===== config.mk =====
export PLATFORM = sky130hd
export DESIGN_NAME = magic_wake_detector
export DESIGN_NICKNAME = d
export VERILOG_FILES = /design/src/rtl/mpd_pkg.sv /design/src/rtl/mpd_byte_cmp.sv /design/src/rtl/mpd_seq_tracker.sv /design/src/rtl/mpd_wake_gen.sv /design/src/rtl/magic_wake_detector.sv
export SDC_FILE = /design/constraint.sdc
export NUM_CORES = 1
export LEC_CHECK = 0
export BUFFER_PORTS_ARGS = -buffer_cell sky130_fd_sc_hd__clkbuf_2
export CORE_MARGIN = 4
export CORE_UTILIZATION = 45
export CTS_BUF_LIST = sky130_fd_sc_hd__clkbuf_8 sky130_fd_sc_hd__clkbuf_16
export DETAILED_ROUTE_END_ITERATION = 16
export GPL_TIMING_DRIVEN = 0
export PLACE_DENSITY = 0.78
export SKIP_CTS_REPAIR_TIMING = 1
export SLEW_MARGIN = 10
export SYNTH_ARGS = -nofsm -noshare
export SYNTH_HDL_FRONTEND = slang
export SYNTH_SLANG_ARGS = --single-unit

===== constraint.sdc =====
create_clock -name clk -period 5.1 [get_ports clk]
set_clock_uncertainty 0.1 [all_clocks]
set_input_delay 0.51 -clock clk [delete_from_list [all_inputs] [get_ports clk]]
set_output_delay 0.51 -clock clk [all_outputs]
set_load 0.1 [all_outputs]

===== src/rtl/mpd_pkg.sv =====
package mpd_pkg;

  typedef enum logic {
    PH_SYNC = 1'b0,
    PH_ADDR = 1'b1
  } mpd_phase_e;

  localparam logic [7:0] SYNC_BYTE = 8'hFF;

endpackage


===== src/rtl/mpd_byte_cmp.sv =====
module mpd_byte_cmp #(
  parameter int BYTE_W     = 8,
  parameter int ADDR_BYTES = 6,
  localparam int ADDR_W    = BYTE_W * ADDR_BYTES,
  localparam int SW        = (ADDR_BYTES > 1) ? $clog2(ADDR_BYTES) : 1
) (
  input  logic [ADDR_W-1:0] sta_addr,
  input  logic [BYTE_W-1:0] rx_data,
  input  logic [SW-1:0]     sel,
  output logic              is_sync,
  output logic              addr_hit
);

  logic [BYTE_W-1:0] addr_byte [ADDR_BYTES];
  logic [BYTE_W-1:0] expected;

  // First byte on the wire sits in the most significant lane.
  for (genvar g = 0; g < ADDR_BYTES; g++) begin : g_lane
    assign addr_byte[g] = sta_addr[ADDR_W-1-g*BYTE_W -: BYTE_W];
  end

  always_comb begin
    expected = '0;
    for (int k = 0; k < ADDR_BYTES; k++) begin
      if (sel == SW'(k)) expected = addr_byte[k];
    end
  end

  assign is_sync  = (rx_data == {BYTE_W{1'b1}});
  assign addr_hit = (rx_data == expected);

endmodule


===== src/rtl/mpd_seq_tracker.sv =====
module mpd_seq_tracker
  import mpd_pkg::*;
#(
  parameter int BYTE_W     = 8,
  parameter int ADDR_BYTES = 6,
  parameter int SYNC_LEN   = 6,
  parameter int REPEATS    = 16,
  localparam int ADDR_W    = BYTE_W * ADDR_BYTES,
  localparam int SW        = (ADDR_BYTES > 1) ? $clog2(ADDR_BYTES) : 1,
  localparam int CW        = (REPEATS > 1) ? $clog2(REPEATS) : 1,
  localparam int RW        = $clog2(SYNC_LEN + 1)
) (
  input  logic              clk,
  input  logic              rst,
  input  logic              en,
  input  logic [ADDR_W-1:0] sta_addr,
  input  logic              rx_valid,
  input  logic [BYTE_W-1:0] rx_data,
  input  logic              rx_sof,
  output logic              match_now
);

  localparam logic [SW-1:0] LAST_SEL  = SW'(ADDR_BYTES - 1);
  localparam logic [CW-1:0] LAST_COPY = CW'(REPEATS - 1);
  localparam logic [RW-1:0] RUN_FULL  = RW'(SYNC_LEN);

  mpd_phase_e      phase_q, c_phase, n_phase;
  logic [RW-1:0]   run_q,   c_run,   n_run;
  logic [SW-1:0]   sel_q,   c_sel,   n_sel;
  logic [CW-1:0]   copy_q,  c_copy,  n_copy;
  logic            restart;
  logic            is_sync;
  logic            addr_hit;

  // State as seen by the current byte: a new frame or a disabled cycle starts from scratch.
  always_comb begin
    restart = !en || (rx_valid && rx_sof);
    c_phase = restart ? PH_SYNC : phase_q;
    c_run   = restart ? '0 : run_q;
    c_sel   = restart ? '0 : sel_q;
    c_copy  = restart ? '0 : copy_q;
  end

  mpd_byte_cmp #(
    .BYTE_W     (BYTE_W),
    .ADDR_BYTES (ADDR_BYTES)
  ) u_cmp (
    .sta_addr (sta_addr),
    .rx_data  (rx_data),
    .sel      (c_sel),
    .is_sync  (is_sync),
    .addr_hit (addr_hit)
  );

  always_comb begin
    n_phase   = c_phase;
    n_run     = c_run;
    n_sel     = c_sel;
    n_copy    = c_copy;
    match_now = 1'b0;
    if (en && rx_valid) begin
      if (c_phase == PH_ADDR) begin
        if (addr_hit) begin
          if (c_sel == LAST_SEL) begin
            n_sel = '0;
            if (c_copy == LAST_COPY) begin
              match_now = 1'b1;
              n_phase   = PH_SYNC;
              n_run     = '0;
              n_copy    = '0;
            end else begin
              n_copy = c_copy + 1'b1;
            end
          end else begin
            n_sel = c_sel + 1'b1;
          end
        end else begin
          n_phase = PH_SYNC;
          n_sel   = '0;
          n_copy  = '0;
          n_run   = is_sync ? RW'(1) : '0;
        end
      end else begin
        if (is_sync) begin
          if (c_run != RUN_FULL) n_run = c_run + 1'b1;
        end else if (c_run == RUN_FULL && addr_hit) begin
          n_phase = PH_ADDR;
          n_run   = '0;
          n_sel   = SW'(1);
          n_copy  = '0;
        end else begin
          n_run = '0;
        end
      end
    end
  end

  always_ff @(posedge clk) begin
    if (rst) begin
      phase_q <= PH_SYNC;
      run_q   <= '0;
      sel_q   <= '0;
      copy_q  <= '0;
    end else begin
      phase_q <= n_phase;
      run_q   <= n_run;
      sel_q   <= n_sel;
      copy_q  <= n_copy;
    end
  end

  AST_RUN_BOUNDED: assert property (@(posedge clk) disable iff (rst)
    run_q <= RUN_FULL) else $error("sync run counter overflow");

  AST_ADDR_AFTER_SYNC: assert property (@(posedge clk) disable iff (rst)
    (phase_q == PH_ADDR && $past(phase_q) == PH_SYNC)
      |-> $past(run_q == RUN_FULL && en && rx_valid && !rx_sof)) else $error("address phase without full sync");

  AST_MISS_FF_RESYNC: assert property (@(posedge clk) disable iff (rst)
    (en && rx_valid && !rx_sof && phase_q == PH_ADDR && !addr_hit && is_sync)
      |=> (phase_q == PH_SYNC && run_q == RW'(1))) else $error("FFh mismatch did not seed sync");

  AST_DISABLED_CLEARS: assert property (@(posedge clk) disable iff (rst)
    !en |=> (phase_q == PH_SYNC && run_q == '0)) else $error("state kept while disabled");

endmodule


===== src/rtl/mpd_wake_gen.sv =====
module mpd_wake_gen (
  input  logic clk,
  input  logic rst,
  input  logic en,
  input  logic rx_valid,
  input  logic rx_sof,
  input  logic rx_eof,
  input  logic rx_good,
  input  logic match_now,
  output logic wake
);

  logic pend_q;
  logic c_pend;
  logic pend_all;
  logic wake_q;

  always_comb begin
    c_pend   = (rx_valid && rx_sof) ? 1'b0 : pend_q;
    pend_all = c_pend || match_now;
  end

  always_ff @(posedge clk) begin
    if (rst) begin
      pend_q <= 1'b0;
      wake_q <= 1'b0;
    end else begin
      wake_q <= en && rx_valid && rx_eof && rx_good && pend_all;
      if (!en || (rx_valid && rx_eof)) pend_q <= 1'b0;
      else if (rx_valid)               pend_q <= pend_all;
    end
  end

  assign wake = wake_q;

  AST_SOF_DROPS_PENDING: assert property (@(posedge clk) disable iff (rst)
    (rx_valid && rx_sof && !match_now) |=> !pend_q) else $error("pending survived frame start");

  AST_PENDING_KEPT: assert property (@(posedge clk) disable iff (rst)
    (en && pend_q && !rx_valid) |=> pend_q) else $error("pending lost on idle cycle");

endmodule


===== src/rtl/magic_wake_detector.sv =====
module magic_wake_detector #(
  parameter int BYTE_W     = 8,
  parameter int ADDR_BYTES = 6,
  parameter int SYNC_LEN   = 6,
  parameter int REPEATS    = 16,
  localparam int ADDR_W    = BYTE_W * ADDR_BYTES
) (
  input  logic              clk,
  input  logic              rst,
  input  logic              en,
  input  logic [ADDR_W-1:0] sta_addr,
  input  logic              rx_valid,
  input  logic [BYTE_W-1:0] rx_data,
  input  logic              rx_sof,
  input  logic              rx_eof,
  input  logic              rx_good,
  output logic              wake
);

  logic match_now;

  mpd_seq_tracker #(
    .BYTE_W     (BYTE_W),
    .ADDR_BYTES (ADDR_BYTES),
    .SYNC_LEN   (SYNC_LEN),
    .REPEATS    (REPEATS)
  ) u_track (
    .clk       (clk),
    .rst       (rst),
    .en        (en),
    .sta_addr  (sta_addr),
    .rx_valid  (rx_valid),
    .rx_data   (rx_data),
    .rx_sof    (rx_sof),
    .match_now (match_now)
  );

  mpd_wake_gen u_wake (
    .clk       (clk),
    .rst       (rst),
    .en        (en),
    .rx_valid  (rx_valid),
    .rx_sof    (rx_sof),
    .rx_eof    (rx_eof),
    .rx_good   (rx_good),
    .match_now (match_now),
    .wake      (wake)
  );

  AST_WAKE_SINGLE: assert property (@(posedge clk) disable iff (rst)
    wake |=> !wake) else $error("wake wider than one cycle");

  AST_WAKE_ON_GOOD_END: assert property (@(posedge clk) disable iff (rst)
    wake |-> $past(rx_valid && rx_eof && rx_good)) else $error("wake without good frame end");

  AST_WAKE_NEEDS_EN: assert property (@(posedge clk) disable iff (rst)
    wake |-> $past(en)) else $error("wake while disabled");

endmodule


==> impl_metrics.ini <==
[worst_setup_path]
critical_path.most_common_cell = sky130_fd_sc_hd__buf_6
setup.worst_path.end_class = flop
critical_path_rt_ns = 5.16
crit_chain = clkbuf_2 > a21boi_4 > buf_2 > clkbuf_1 > nand2_1 > ha_1 > buf_6 > or4b_4 > o32ai_1 > mux2i_1 > o211ai_2 > a2bb2oi_1 > nand4_1 > nor3_2 > buf_6 > nand4_4 > a221oi_2
cp-start-kind = primary input
worst-path-max-fanout = 10
path_delay_family = simple AND/OR/NAND/NOR gates
crit_arrival_ns = 4.38
critical_path_class = in -> reg
worst-path-buf-inv = 5
crit_path_max_incr_delay_ns = 0.51
critical_path.slowest_cell = sky130_fd_sc_hd__or4b_4

[synth]
synth.yosys.seq_area_share_pct = 13.7
postSynthNetCount = 325
synth_area_per_cell_um2 = 7.35
ys_async_sr_fraction_pct = 0
syn-cell-area_um2 = 1900
synth_cell_types = 65
netlist_instances = 258
ys_seq_elements = 13
synth-warning-count = 0
synth_ff_type = sky130_fd_sc_hd__dfxtp_1
synth_enable_flop_cells = 0

[detailed_routing]
antenna_left = 0
detail_route.iter0.violations = 229
drt_wl_total_um = 6050
remaining_drc_errors = 0
routed-via-count = 2349
routedWlPerCell_um = 16.1
first_pass_iters = 6
viasPerCell = 6.26

[clock_tree]
numCtsBuffers = 3
cts.path.max_buffers = 2
worst_skew_pair.late_latency_ns = 0.24
cts_root_buf = sky130_fd_sc_hd__clkbuf_8
clock_transition_at_the_registers_of_the_reported_paths_ns = 0.06
tritoncts = done
cts_htree_levels = 1
clock_sinks = 13

[flow_run]
cap_violations = 0

[sta]
worst_slew_margin_rel_pct = 63.8
fin_worst_hold_slack_ns = 0.377
hold_violations = 0
timing.fmax_mhz = 231
setup_viol_count_final = 0
postLayoutSetupSlackWorst_ns = 0.779
report.final.slew_viol_count = 0
rsz0062_at_grt = no
worst_slew_pin_slew_ns = 0.538
layout_min_cycle_time_ns = 4.32
fin_crit_sh_pct = 84.7
timing.setup.tns_ns = 0

[layout]
final_stage_net_count = 393
area_growth_pct = 22.3
num_antenna_cells = 0
finish.instance_area_um2 = 2320
layout.cells.non_filler = 375
utilization_pct = 57.6
layout-drive-gt1-share_pct = 30.2

[power_and_ir_drop]
worst_ir_drop_vdd_mv = 0.161
p_leak_nw = 1.02
power_density_nw_per_um2 = 124
finalPower_uw = 288

[floorplanning]
io_pins = 64
initial_utilization_pct = 47.1
die_height_um = 72.9
coreArea_um2 = 4030
fp.dieW_um = 72.9
die_area_um2 = 5320
rows = 23

[global_routing]
grt.overflow.total = 0
grt_max_degree = 11
track_usage_pct = 22.2
grt_pass1_vias = 2111
antenna_found_initial = 0
global_route_wire_length_before_repair_um = 9580

[run_status]
status = completed

[placed_design]
buffer_ports.inserted = 63
dpl.cell_count = 371
detailedPlace.worstSlack_ns = 0.620
dpl.hpwl_um = 4720
globalplace.congestion = 0.959
placedInstanceArea_um2 = 2270

[worst_hold_path]
holdCritPathClass = in -> reg
## state kept, by name, summed over array words and instances (netlist names)
name             flops
u_track.copy_q       4
u_wake.pend_q        1
u_track.sel_q        3
u_track.run_q        3
u_wake.wake          1
u_track.phase_q      1
## logic make-up after synthesis
kind of cell | after synthesis | synth area share (%)
flip-flops | 13 | 13.7
buffers and inverters | 23 | 6.99
adder cells (fa/ha/maj) | 4 | 2.64
AO/OA/AOI/OAI | 87 | 34.9
multiplexers | 14 | 7.59
AND/OR/NAND/NOR | 117 | 34.2
## routing by layer
metal,vias up,global-route usage [%],share of wire [%]
met5,-,0,0
met4,0,9.63,2.8
met3,24,1.79,7.2
met2,122,37.9,47
li1,1126,-,-
met1,1077,28.5,43
## synth_stat cells (all sizes together), types with 3 or more instances
cell / number / area [um2]
a31oi: 6 / 37.5
nand2b: 8 / 50.1
ha: 4 / 50.1
a211oi: 3 / 27.5
o2111ai: 3 / 32.5
o22ai: 3 / 25.0
o32ai: 3 / 33.8
a21oi: 18 / 90.1
and2: 6 / 37.5
nor4: 3 / 18.8
o21ai: 12 / 60.1
nand3: 10 / 50.1
nand4: 7 / 58.8
clkbuf: 5 / 18.8
a22o: 4 / 35.0
nor2b: 4 / 25.0
nor3: 12 / 70.1
mux2: 3 / 33.8
or2: 3 / 18.8
mux2i: 11 / 110
inv: 6 / 22.5
nand2: 27 / 101
nor2: 20 / 82.6
o211ai: 4 / 35.0
buf: 12 / 91.3
a21boi: 4 / 41.3
and3: 5 / 31.3
dfxtp: 13 / 260
## layout by cell type (no fill, tap or decap), types with 3 or more instances in the layout
master,instances
sky130_fd_sc_hd__a22o_1,4
sky130_fd_sc_hd__nor2b_1,4
sky130_fd_sc_hd__clkbuf_2,63
sky130_fd_sc_hd__o211ai_1,3
sky130_fd_sc_hd__nand4_1,6
sky130_fd_sc_hd__nor2_1,19
sky130_fd_sc_hd__nor4_1,3
sky130_fd_sc_hd__buf_6,5
sky130_fd_sc_hd__and2_1,6
sky130_fd_sc_hd__a21oi_1,18
sky130_fd_sc_hd__nand2_1,27
sky130_fd_sc_hd__inv_1,7
sky130_fd_sc_hd__and3_1,5
sky130_fd_sc_hd__a31oi_1,6
sky130_fd_sc_hd__o21ai_0,12
sky130_fd_sc_hd__ha_1,4
sky130_fd_sc_hd__clkbuf_8,3
sky130_fd_sc_hd__dfxtp_1,13
sky130_fd_sc_hd__mux2i_1,11
sky130_fd_sc_hd__clkbuf_1,5
sky130_fd_sc_hd__nand3_1,10
sky130_fd_sc_hd__buf_2,7
sky130_fd_sc_hd__a21boi_0,3
sky130_fd_sc_hd__nand2b_1,8
sky130_fd_sc_hd__nor3_1,10
sky130_fd_sc_hd__or2_2,3
sky130_fd_sc_hd__mux2_2,3
## report_power, final
part | leakage, nW | internal [mW] | switching, mW | total, mW
registers | 0.105 | 0.102 | 0.000473 | 0.102
clock network | 0.0269 | 0.0532 | 0.0380 | 0.0912
logic | 0.888 | 0.0435 | 0.0512 | 0.0947
total | 1.02 | 0.199 | 0.0897 | 0.288
## final timing paths
| kind | from | to | slack (ns) | depth (start not counted) |
|---|---|---|---|---|
| max reg2reg | u_track.sel_q[0] | u_wake.pend_q | 1.22 | 16 |
| max | en | u_wake.pend_q | 0.78 | 17 |
| min reg2reg | u_wake.pend_q | u_wake.wake | 0.38 | 2 |
| min | rx_eof | u_wake.pend_q | 0.38 | 2 |
## cell type report
cell class,instances,area [um2]
Clock inverter,1,3.75
Fill cell,402,1710
Timing Repair Buffer,63,315
Multi-Input combinational cell,222,1500
Buffer,17,110
Tap cell,50,62.6
Inverter,6,22.5
Clock buffer,3,41.3
Sequential cell,13,260
Power figures use the tool's default switching activity.
